File: config.mk
export PLATFORM = sky130hd
export DESIGN_NAME = timing_scaler
export DESIGN_NICKNAME = d
export VERILOG_FILES = /design/src/rtl/tscl_pkg.sv /design/src/rtl/tscl_phase.sv /design/src/rtl/tscl_ring.sv /design/src/rtl/tscl_chain.sv /design/src/rtl/tscl_standby.sv /design/src/rtl/timing_scaler.sv
export SDC_FILE = /design/constraint.sdc
export NUM_CORES = 1
export LEC_CHECK = 0
export ABC_AREA = 1
export BUFFER_PORTS_ARGS = -buffer_cell sky130_fd_sc_hd__buf_2
export CAP_MARGIN = 15
export CORE_MARGIN = 4
export CORE_UTILIZATION = 31
export DETAILED_ROUTE_END_ITERATION = 8
export PLACE_DENSITY = 0.52
export SLEW_MARGIN = 10
export SYNTH_ARGS = -nofsm -noshare
export SYNTH_HDL_FRONTEND = slang
export SYNTH_HIERARCHICAL = 1
export SYNTH_SLANG_ARGS = --single-unit
File: constraint.sdc
create_clock -name clk -period 5.8 [get_ports clk]
set_input_delay 0.87 -clock clk [delete_from_list [all_inputs] [get_ports clk]]
set_output_delay 0.87 -clock clk [all_outputs]
set_load 0.02 [all_outputs]
File: src/rtl/tscl_pkg.sv
package tscl_pkg;
    typedef enum logic [1:0] {
        PS_RUN   = 2'd0,
        PS_SLEEP = 2'd1,
        PS_WAKE  = 2'd2
    } pwr_state_t;
endpackage

File: src/rtl/tscl_phase.sv
module tscl_phase (
    input  logic       clk,
    input  logic       rst,
    output logic [3:0] phase,
    output logic       mstr_tick
);
    logic [3:0] phase_q;

    always_ff @(posedge clk) begin
        if (rst) phase_q <= 4'b0001;
        else     phase_q <= {phase_q[2:0], phase_q[3]};
    end

    always_comb begin
        phase     = phase_q;
        mstr_tick = phase_q[3];
    end
endmodule

File: src/rtl/tscl_ring.sv
module tscl_ring #(
    parameter int RING_LEN = 5
) (
    input  logic                clk,
    input  logic                rst,
    input  logic                adv,
    output logic [RING_LEN-1:0] ring_state,
    output logic                ring_tick
);
    logic [RING_LEN-1:0] ring_q;

    // Shifting in a one only when the lower bits are all zero pulls any
    // corrupted pattern back to a single hot bit.
    always_ff @(posedge clk) begin
        if (rst)      ring_q <= {{(RING_LEN-1){1'b0}}, 1'b1};
        else if (adv) ring_q <= {ring_q[RING_LEN-2:0], ~|ring_q[RING_LEN-2:0]};
    end

    always_comb begin
        ring_state = ring_q;
        ring_tick  = adv & ring_q[RING_LEN-1];
    end
endmodule

File: src/rtl/tscl_chain.sv
module tscl_chain #(
    parameter int N_STAGES = 17
) (
    input  logic                clk,
    input  logic                rst,
    input  logic                carry_in,
    output logic [N_STAGES-1:0] stage_tick
);
    logic [N_STAGES-1:0] tgl_q;
    logic [N_STAGES:0]   carry;

    assign carry[0] = carry_in;

    for (genvar k = 0; k < N_STAGES; k++) begin : g_stage
        always_ff @(posedge clk) begin
            if (rst)           tgl_q[k] <= 1'b0;
            else if (carry[k]) tgl_q[k] <= ~tgl_q[k];
        end
        assign carry[k+1]    = carry[k] & tgl_q[k];
        assign stage_tick[k] = carry[k+1];
    end
endmodule

File: src/rtl/tscl_standby.sv
module tscl_standby
    import tscl_pkg::*;
#(
    parameter int WAKE_HOLD = 8,
    localparam int HW = $clog2(WAKE_HOLD + 1)
) (
    input  logic clk,
    input  logic rst,
    input  logic stby_allow,
    input  logic last_tick,
    input  logic inc_tick,
    output logic power_en,
    output logic wake_pulse,
    output logic inc_req
);
    localparam logic [HW-1:0] HOLD_LOAD = HW'(WAKE_HOLD - 1);

    pwr_state_t    state_q, state_d;
    logic [HW-1:0] hold_q, hold_d;

    always_comb begin
        state_d = state_q;
        hold_d  = hold_q;
        unique case (state_q)
            PS_RUN: begin
                if (stby_allow) state_d = PS_SLEEP;
            end
            PS_SLEEP: begin
                if (last_tick) begin
                    state_d = PS_WAKE;
                    hold_d  = HOLD_LOAD;
                end
            end
            PS_WAKE: begin
                if (hold_q == '0) state_d = stby_allow ? PS_SLEEP : PS_RUN;
                else              hold_d  = hold_q - 1'b1;
            end
            default: state_d = PS_RUN;
        endcase
    end

    always_ff @(posedge clk) begin
        if (rst) begin
            state_q <= PS_RUN;
            hold_q  <= '0;
        end else begin
            state_q <= state_d;
            hold_q  <= hold_d;
        end
    end

    always_comb begin
        power_en   = 1'b1;
        wake_pulse = 1'b0;
        inc_req    = inc_tick;
        unique case (state_q)
            PS_SLEEP: begin
                power_en   = 1'b0;
                wake_pulse = last_tick;
                inc_req    = 1'b0;
            end
            default: ;
        endcase
    end
endmodule

File: src/rtl/timing_scaler.sv
module timing_scaler #(
    parameter int N_STAGES  = 17,
    parameter int INC_STAGE = 10,
    parameter int WAKE_HOLD = 8
) (
    input  logic                clk,
    input  logic                rst,
    input  logic                stby_allow,
    output logic [3:0]          phase,
    output logic                mstr_tick,
    output logic                ring_tick,
    output logic [N_STAGES-1:0] stage_tick,
    output logic                inc_req,
    output logic                wake_pulse,
    output logic                power_en
);
    localparam int RING_LEN = 5;
    localparam int INC_IDX  = INC_STAGE - 1;

    logic [RING_LEN-1:0] ring_state;

    tscl_phase u_phase (
        .clk       (clk),
        .rst       (rst),
        .phase     (phase),
        .mstr_tick (mstr_tick)
    );

    tscl_ring #(.RING_LEN(RING_LEN)) u_ring (
        .clk        (clk),
        .rst        (rst),
        .adv        (mstr_tick),
        .ring_state (ring_state),
        .ring_tick  (ring_tick)
    );

    tscl_chain #(.N_STAGES(N_STAGES)) u_chain (
        .clk        (clk),
        .rst        (rst),
        .carry_in   (ring_tick),
        .stage_tick (stage_tick)
    );

    tscl_standby #(.WAKE_HOLD(WAKE_HOLD)) u_stby (
        .clk        (clk),
        .rst        (rst),
        .stby_allow (stby_allow),
        .last_tick  (stage_tick[N_STAGES-1]),
        .inc_tick   (stage_tick[INC_IDX]),
        .power_en   (power_en),
        .wake_pulse (wake_pulse),
        .inc_req    (inc_req)
    );
endmodule

Word-level counts from Yosys, hierarchy flattened
Cells that the tools add are included.
{ "word_totals": {"register_bits": 32, "latchBits": 0, "ramBits": 0, "mem_bits_ro": 0, "in_bits": 3, "out_inout_bits": 26, "word_cells": 81, "n_memories": 0} }
{ "classes": {"addsub": 1, "multipliers": 0, "div_mod_pow": 0, "n_lt_le_gt_ge": 0, "eq_ne": 6, "shift": 0, "n_mux": 11, "bitwise": 35, "reduce_logical": 7} }
{ "ops": {"columns": ["cell", "count"], "rows": [
  ["1-bit AND", 18],
  ["1-bit inverter", 17],
  ["4-bit 2-to-1 mux", 2],
  ["4-bit one-hot mux with 2 select lines", 1],
  ["2-bit 2-to-1 mux", 3],
  ["2-bit one-hot mux with 3 select lines", 1],
  ["3-bit AND reduction", 2],
  ["4-bit zero test", 1],
  ["1-bit 2-to-1 mux", 4],
  ["2-bit by 1-bit != test with 1-bit output, second input constant", 2],
  ["2-bit != test, second input constant", 2],
  ["4-bit OR reduction", 1],
  ["4-bit by 1-bit subtractor with 4-bit output, second input constant", 1],
  ["2-bit by 1-bit == test with 1-bit output, second input constant", 1],
  ["2-bit == test, second input constant", 1],
  ["2-bit zero test", 1],
  ["2-bit nonzero test", 1],
  ["1-bit zero test", 1]
]} }

Logic depth before layout (Yosys ltp)
Gate-level depths: netlist of the first run.
{ "logic_depth": {"ltp_word": 20, "depth_mapped": 17, "mapped_depth_nobuf": 17} }

Modules after synthesis
The synthesis of the first run kept the hierarchy.
{ "modules_own_cells": {"columns": ["mod", "n_inst", "cells_per_inst", "area_per_inst_um2", "seq_area_each_um2"], "rows": [
  ["tscl_chain", 1, 90, 785.8, 340.3],
  ["tscl_standby", 1, 47, 306.5, 120.1],
  ["tscl_ring", 1, 26, 190.2, 100.1],
  ["tscl_phase", 1, 14, 121.4, 80.1]
]} }

Worst setup path before layout of the first run
Ideal clock, no wire load.
{ "synth_path": {"kind": "reg-to-output", "startpoint": "reg u_phase.phase_q[3] (netlist: u_phase/phase[3])", "endpoint": "out wake_pulse", "arrival_time_ns": 2.808, "required_time_ns": 4.930, "setup_slack_ns": 2.122, "path_stages_with_launch": 15, "path_buffers": 0, "path_cell_list": "dfxtp_1 nand2_1 inv_1 nand2_1 nor2_4 nand4_2 nor2_4 nand4_2 nor2_4 nand4_4 nor2_4 nand4_1 inv_1 nand2_1 inv_1"} }
{ "synth_between": {"elab_chain_len": 19} }
{ "synth_rtl": {"columns": ["element", "line_no", "source"], "rows": [
  ["start, declared", "tscl_phase.sv:7", "logic [3:0] phase_q;"],
  ["start signal, assigned", "tscl_phase.sv:11", "else phase_q <= {phase_q[2:0], phase_q[3]};"],
  ["1-bit AND", "tscl_ring.sv:21", "ring_tick = adv & ring_q[RING_LEN-1];"],
  ["via ring_tick", "timing_scaler.sv:11", "output logic ring_tick,"],
  ["1-bit AND (2 in series)", "tscl_chain.sv:19", "assign carry[k+1] = carry[k] & tgl_q[k];"],
  ["via stage_tick[1]", "timing_scaler.sv:12", "output logic [N_STAGES-1:0] stage_tick,"],
  ["1-bit AND (4 in series)", "tscl_chain.sv:19", null],
  ["via stage_tick[5]", "timing_scaler.sv:12", null],
  ["1-bit AND (4 in series)", "tscl_chain.sv:19", null],
  ["via stage_tick[9]", "timing_scaler.sv:12", null],
  ["1-bit AND (4 in series)", "tscl_chain.sv:19", null],
  ["via stage_tick[13]", "timing_scaler.sv:12", null],
  ["1-bit AND (3 in series)", "tscl_chain.sv:19", null],
  ["via stage_tick[16]", "timing_scaler.sv:12", null],
  ["1-bit 2-to-1 mux", "tscl_standby.sv:56", "unique case (state_q)"],
  ["end, declared", "timing_scaler.sv:14", "output logic wake_pulse,"]
]} }
The timed path passes the listed nets, and every way through them passes these cells.

Worst setup path in the final report of the first run
{ "layout_path": {"startpoint": "reg u_phase.phase_q[3] (netlist: u_phase/phase[3])", "endpoint": "out wake_pulse"} }
{ "layout_between": {"elab_chain_len": 19} }
{ "layout_rtl": {"columns": ["element", "line_no"], "rows": [
  ["1-bit AND", "tscl_ring.sv:21"],
  ["1-bit AND (17 in series)", "tscl_chain.sv:19"],
  ["1-bit 2-to-1 mux", "tscl_standby.sv:56"]
]} }
Every way passes these cells.

==> qor.txt, run 1 <==
number of H-tree levels: 2
die width: 75.30 um
Seq/Total Area, Yosys: 45.63%
share of post-route cells with drive strength above 1: 27.14%
Die H: 75.30 um
total CTS buffers: 5
CTS clk-pin slew, worst paths: 70 ps
I/O pin count: 29
Area Growth Syn to Fin: 19.61%
area share of the largest cell type after synthesis: 45.63%
largest net degree at the start of global routing: 18
ANT nets after route: 0
Via density: 4.290
Worst Max-Slew Pin Slew: 451.7 ps
initial antenna violation count: 0
Hold EP: u_phase/phase[2]$_SDFF_PP0_
length in cells of the worst reg-to-reg path: 17
Port Buffer Count: 28
CP Cell Sequence: nand2_1 -> inv_1 -> nand2_1 -> nor2_4 -> nand4_2 -> nor2_4 -> nand4_2 -> nor2_4 -> nand4_4 -> nor2_4 -> nand4_1 -> inv_1 -> nand2_1 -> inv_1 -> buf_2
Synth cell types: 22
Pleak: 0.8910 nW
post-route clock period utilization: 59.29%
run status: finished, final reports clean
root buf cell: clkbuf_8
worst hold slack: 420.3 ps
Final #Nets: 214
clk_skew: 8.718 ps
setup violators final: 0
Power Density: 239.3 mW/mm^2
Yosys reg bits: 32
Worst path max stage delay: 500 ps
Congestion Overflow GR: 0
hold crit path type: reg -> reg
FF-to-FF Start: u_phase/phase[3]$_SDFF_PP0_
critical path peak fanout: 10
most common cell after layout, fill and taps aside: nor2_1
Period minus WS final: 3439 ps
maximum VDD drop: 0.1395 mV
initial drt markers: 28
total iterations of the first detailed-routing run: 4
setup_tns: 0 ps
Setup CP Type: reg -> out
Worst path slowest cell: dfxtp_1
R2R Setup Slk: 3300 ps
DRC viols: 0
syn_area_per_cell: 7.931 um^2
post-CTS setup buffer count: 0
delay-heaviest family, CP: simple AND/OR/NAND/NOR gates
element type at the critical path start: flip-flop
first-pass GRT wire length: 4505 um
row cnt: 24
CP bufs+invs: 4
RSZ-0062 raised after global routing: no
Synth Net Count: 181
Routed Wire Length: 2597 um
worst skew pair latency: 270 ps
Hold Buf Count CTS: 0
Hold Startpoint: u_phase/phase[1]$_SDFF_PP0_
Worst Hold Path Cells: 2
Mapped Area: 0.001404 mm^2
yosys warns: 6
Inserted Diodes: 0
core area: 0.004354 mm^2
largest area contributor in the netlist: dfxtp_1
post-CTS sizing: 0
DP Cell Count: 255
maxcap violations: 0
met2 wire len: 1048 um
post-detail-place hpwl: 1978 um
achievable frequency: 290.8 MHz
vias in the first global route: 1003
Synth area leaders: dfxtp_1 (46%), nor2_1 (9.6%), inv_1 (8.8%)
total die area: 0.005669 mm^2
Top cell by count, worst path: nor2_4
final max-slew violation count: 0
CP arrival: 2570 ps
FF-to-FF End: u_stby/hold_q[3]$_SDFFE_PP0P_
leading cell types in the layout, fill and taps excluded: nor2_1 (36), inv_1 (33), dfxtp_1 (32)
Clock Path Buffers: 2
RePlAce Congestion: 0.8218
CTS tree: done
Met1 Wirelength: 1348 um
wire per inst: 9.912 um
vias: 1124
DR WL met3: 167 um
Mapped Cells: 177
CP endpoint kind: output port
clock sinks: 32
worst rel slew slack: 69.85%
Worst Path Required: 4930 ps
Starting Density: 32.24%
Post-Layout Cell Count: 262
max layer used: met4
global-route usage over all layers: 10.25%
Tot Pwr: 0.4018 mW
final hold violation count: 0
## synthesized netlist by cell type (all sizes together)
master and instances:
nor3 1, nand3 5, clkinv 2, dfxtp 32, ha 1, inv 36
o21ai 22, nand4 8, nand2 16, nor2 45, or2 1, a21oi 6
buf 2
## through the flow
stage / util [%] / worst slack (ps) / instance area, um^2
after floorplan: - / 2122 / 1404
after global placement: 36.70 / 2758 / 1598
after detailed placement: 36.70 / 2626 / 1598
after CTS: 38.56 / 2306 / 1679
after global routing: 38.56 / 2040 / 1679
final: 38.56 / 2361 / 1679
## worst register-to-register path, cell delays in order, from the launching register on
cell and delay [ps]:
dfxtp_1 500, nand2_1 100, inv_1 120, nand2_1 120, nor2_4 120, nand4_2 120
nor2_4 140, nand4_2 130, nor2_4 180, nand4_4 120, nor2_4 120, nand4_1 110
inv_1 100, nand2_1 100, nand2_2 130, nand3_1 80, nand2_1 60, nor2_1 30
## layer usage
layer,track usage (%),up-vias
met2,14.96,21
met5,0,-
met4,3.495,0
met1,14.03,485
li1,-,614
met3,3.694,4
## cell families (layout without fill, tap and decap cells)
kind of cell | after synthesis | count (layout) | share of synthesized area [%]
AO/OA/AOI/OAI | 28 | 28 | 10.25
adder cells (fa/ha/maj) | 1 | 1 | 0.8911
buffers and inverters | 40 | 73 | 10.96
flip-flops | 32 | 32 | 45.63
AND/OR/NAND/NOR | 76 | 76 | 32.26
## where the power goes
group          internal, mW  leakage, nW  switching, mW
Clock                0.0811       0.0400         0.0792
Sequential            0.223        0.259        0.00221
Combinational       0.00525        0.592         0.0109
Total                 0.309        0.891         0.0923
## sequential cells by signal, indices dropped and copies added (netlist names)
| name | flops |
|---|---|
| u_stby/state_q | 2 |
| u_phase/phase | 4 |
| u_ring/ring_state | 5 |
| u_stby/hold_q | 4 |
| u_chain/tgl_q | 17 |
## final cells by class
type	instances	area, um^2
Sequential cell	32	640.6
Fill cell	481	2675
Multi-Input combinational cell	105	609.3
Timing Repair Buffer	28	140.1
Inverter	38	142.6
Tap cell	52	65.06
Clock buffer	5	68.82
Clock inverter	2	12.51
## worst max-delay path by stage
stage / start / end / slack (ps) / cells past startpoint
floorplan: u_phase/phase[3]$_SDFF_PP0_ / wake_pulse / 2120 / 14
global placement: u_phase/phase[3]$_SDFF_PP0_ / wake_pulse / 2760 / 15
detailed placement: u_phase/phase[3]$_SDFF_PP0_ / wake_pulse / 2630 / 15
CTS: u_phase/phase[3]$_SDFF_PP0_ / wake_pulse / 2310 / 15
global route: u_phase/phase[3]$_SDFF_PP0_ / wake_pulse / 2040 / 15
finish: u_phase/phase[3]$_SDFF_PP0_ / wake_pulse / 2360 / 15
Note: power is estimated with default switching activity, not from simulation.
==> inputs of run 2 (changes only) <==
- PLACE_DENSITY: 0.52 -> 0.54
- clock period: 5.8 -> 2.8 ns (I/O delays scaled with it)
==> qor.txt, run 2 (synthesis gave the netlist of run 1 again) <==
post-route clock period utilization: 95.48%
row cnt: 24 (unchanged)
dpl ws: 237.1 ps (was 2626 ps)
root buf cell: clkbuf_8 (unchanged)
max reg flops: 17 (unchanged)
worst rel slew slack: 69.79% (was 69.85%)
ANT nets after route: 0 (unchanged)
Final #Nets: 225 (was 214)
CP endpoint kind: output port (unchanged)
Setup CP Type: reg -> out (unchanged)
CTS clk-pin slew, worst paths: 70 ps (about the same)
initial drt markers: 60 (was 28)
leading cell types in the layout, fill and taps excluded: nor2_1 (36), inv_1 (30), dfxtp_1 (30) (was nor2_1 (36), inv_1 (33), dfxtp_1 (32))
Worst Max-Slew Pin Slew: 452.7 ps (was 451.7 ps)
Tot Pwr: 0.8881 mW (was 0.4018 mW)
achievable frequency: 374.1 MHz
final max-slew violation count: 0 (unchanged)
critical path peak fanout: 5 (was 10)
Top cell by count, worst path: nor2_4 (unchanged)
clk_skew: 5.238 ps (was 8.718 ps)
I/O pin count: 29 (unchanged)
share of post-route cells with drive strength above 1: 34.23% (was 27.14%)
total iterations of the first detailed-routing run: 4 (unchanged)
FF-to-FF Start: u_phase/phase[3]$_SDFF_PP0_ (unchanged)
core area: 0.004354 mm^2 (unchanged)
Post-Layout Cell Count: 274 (was 262)
Via density: 4.314 (was 4.290)
CP arrival: 2250 ps (was 2570 ps)
worst setup path startpoint: u_phase/phase[3]$_SDFF_PP0_ (unchanged)
Pleak: 1.000 nW (was 0.8910 nW)
total CTS buffers: 5 (unchanged)
Routed Wire Length: 2797 um (was 2597 um)
worst hold slack: 388.0 ps (was 420.3 ps)
R2R Setup Slk: 590 ps (was 3300 ps)
largest reg by FF count: u_chain/tgl_q (unchanged)
largest net degree at the start of global routing: 18 (unchanged)
DRC viols: 0 (unchanged)
Worst path max stage delay: 370 ps (was 500 ps)
CP Cell Sequence: nand2_4 -> inv_6 -> nand2_4 -> nor2_4 -> nand4_4 -> nor2_4 -> nand4_4 -> nor2_4 -> nand4_4 -> nor2_4 -> nand4_1 -> inv_2 -> nand2_2 -> inv_2 -> buf_4 (was nand2_1 -> inv_1 -> nand2_1 -> nor2_4 -> nand4_2 -> nor2_4 -> nand4_2 -> nor2_4 -> nand4_4 -> nor2_4 -> nand4_1 -> inv_1 -> nand2_1 -> inv_1 -> buf_2)
run status: finished, final reports clean (unchanged)
initial antenna violation count: 0 (unchanged)
Inserted Diodes: 0 (unchanged)
Period minus WS final: 2673 ps
Worst path slowest cell: dfxtp_4 (was dfxtp_1)
maximum VDD drop: 0.1961 mV (was 0.1395 mV)
CP Depth: 15 (unchanged)
Clock Path Buffers: 2 (unchanged)
Register Area: 645.6 um^2 (was 640.6 um^2)
RePlAce Congestion: 0.7483 (was 0.8218)
vias in the first global route: 1063 (was 1003)
total die area: 0.005669 mm^2 (unchanged)
worst skew pair latency: 270 ps (about the same)
die width: 75.30 um (unchanged)
length in cells of the worst reg-to-reg path: 17 (unchanged)
Starting Density: 32.24% (unchanged)
first-pass GRT wire length: 4629 um (was 4505 um)
DP Cell Count: 255 (unchanged)
FF-to-FF End: u_stby/hold_q[3]$_SDFFE_PP0P_ (unchanged)
CTS tree: done (unchanged)
Port Buffer Count: 28 (unchanged)
maxcap violations: 0 (unchanged)
Area Growth Syn to Fin: 30.21% (was 19.61%)
Congestion Overflow GR: 0 (unchanged)
most common cell after layout, fill and taps aside: nor2_1 (unchanged)
slack of the critical path: 126.6 ps (was 2361 ps)
clock sinks: 32 (unchanged)
number of H-tree levels: 2 (unchanged)
wire per inst: 10.21 um (was 9.912 um)
setup violators final: 0 (unchanged)
multi-input logic area: 644.4 um^2 (was 609.3 um^2)
Die H: 75.30 um (unchanged)
Power Density: 485.8 mW/mm^2 (was 239.3 mW/mm^2)
post-detail-place hpwl: 2016 um (was 1978 um)
Worst Path Required: 2380 ps (was 4930 ps)
hold crit path type: in -> reg (was reg -> reg)
Critical Path Sink: wake_pulse (unchanged)
element type at the critical path start: flip-flop (unchanged)
final hold violation count: 0 (unchanged)
Fillers: 455 (was 481)
delay-heaviest family, CP: simple AND/OR/NAND/NOR gates (unchanged)
CP bufs+invs: 4 (unchanged)
vias: 1182 (was 1124)
global-route usage over all layers: 10.55% (was 10.25%)
==> run 2: report_power, final <==
part           switching, mW  internal (mW)  total (mW)
clock                  0.161          0.224       0.385
sequential           0.00494          0.462       0.467
combinational         0.0237         0.0124      0.0362
total                  0.190          0.698       0.888
==> run 2: repair_timing <==
action | in CTS | in global routing
endpoints found under the setup margin | 1 | 2
hold buffers | 0 | 0
pin swaps | 2 | 5
setup buffers | 1 | 10
resized for setup | 0 | 2
==> run 2: cell type report <==
cell class	instances	share of cell area [%]
Clock buffer	8	5.476
Sequential cell	32	35.32
Multi-Input combinational cell	105	35.25
Inverter	38	8.077
Tap cell	52	3.559
Timing Repair Buffer	39	12.32
==> run 2: worst min-delay path by stage <==
stage                                  startpoint                             end  slack [ps]  cells after the start
finish                                 stby_allow  u_stby/state_q[0]$_SDFFE_PP0P_         390                      3
floorplan           u_stby/hold_q[1]$_SDFFE_PP0P_   u_stby/hold_q[1]$_SDFFE_PP0P_         450                      2
CTS                                    stby_allow  u_stby/state_q[0]$_SDFFE_PP0P_         380                      3
global route                           stby_allow  u_stby/state_q[0]$_SDFFE_PP0P_         410                      3
global placement      u_phase/phase[0]$_SDFF_PP1_     u_phase/phase[1]$_SDFF_PP0_         410                      2
detailed placement    u_phase/phase[0]$_SDFF_PP1_     u_phase/phase[1]$_SDFF_PP0_         410                      2
==> run 2: metrics by stage <==
stage	util (%)	area, um^2	TNS [ps]
after global routing	41.98	1828	-24.49
after global placement	37.70	1642	0
after CTS	40.17	1749	0
final	41.98	1828	0
after floorplan	-	1448	-48.07
after detailed placement	37.70	1642	0
==> run 2: worst reg2reg max path, stage by stage (launching register included) <==
cell and delay [ps]:
dfxtp_4 370, nand2_4 60, inv_6 60, nand2_4 50, nor2_4 140, nand4_4 120
nor2_4 170, nand4_4 120, nor2_4 160, nand4_4 130, nor2_4 110, nand4_1 120
inv_2 90, nand2_2 70, nand2_2 120, nand3_1 80, nand2_1 70, nor2_1 30
==> run 2: metal layers <==
metal / share of wire (%) / track usage (%) / vias to the layer above / wire length [um]
li1: - / - / 637 / -
met4: 2.1 / 5.243 / 0 / 58
met2: 45 / 16.20 / 21 / 1265
met1: 48 / 13.61 / 519 / 1341
met5: 0 / 0 / - / 0
met3: 4.7 / 2.902 / 5 / 131
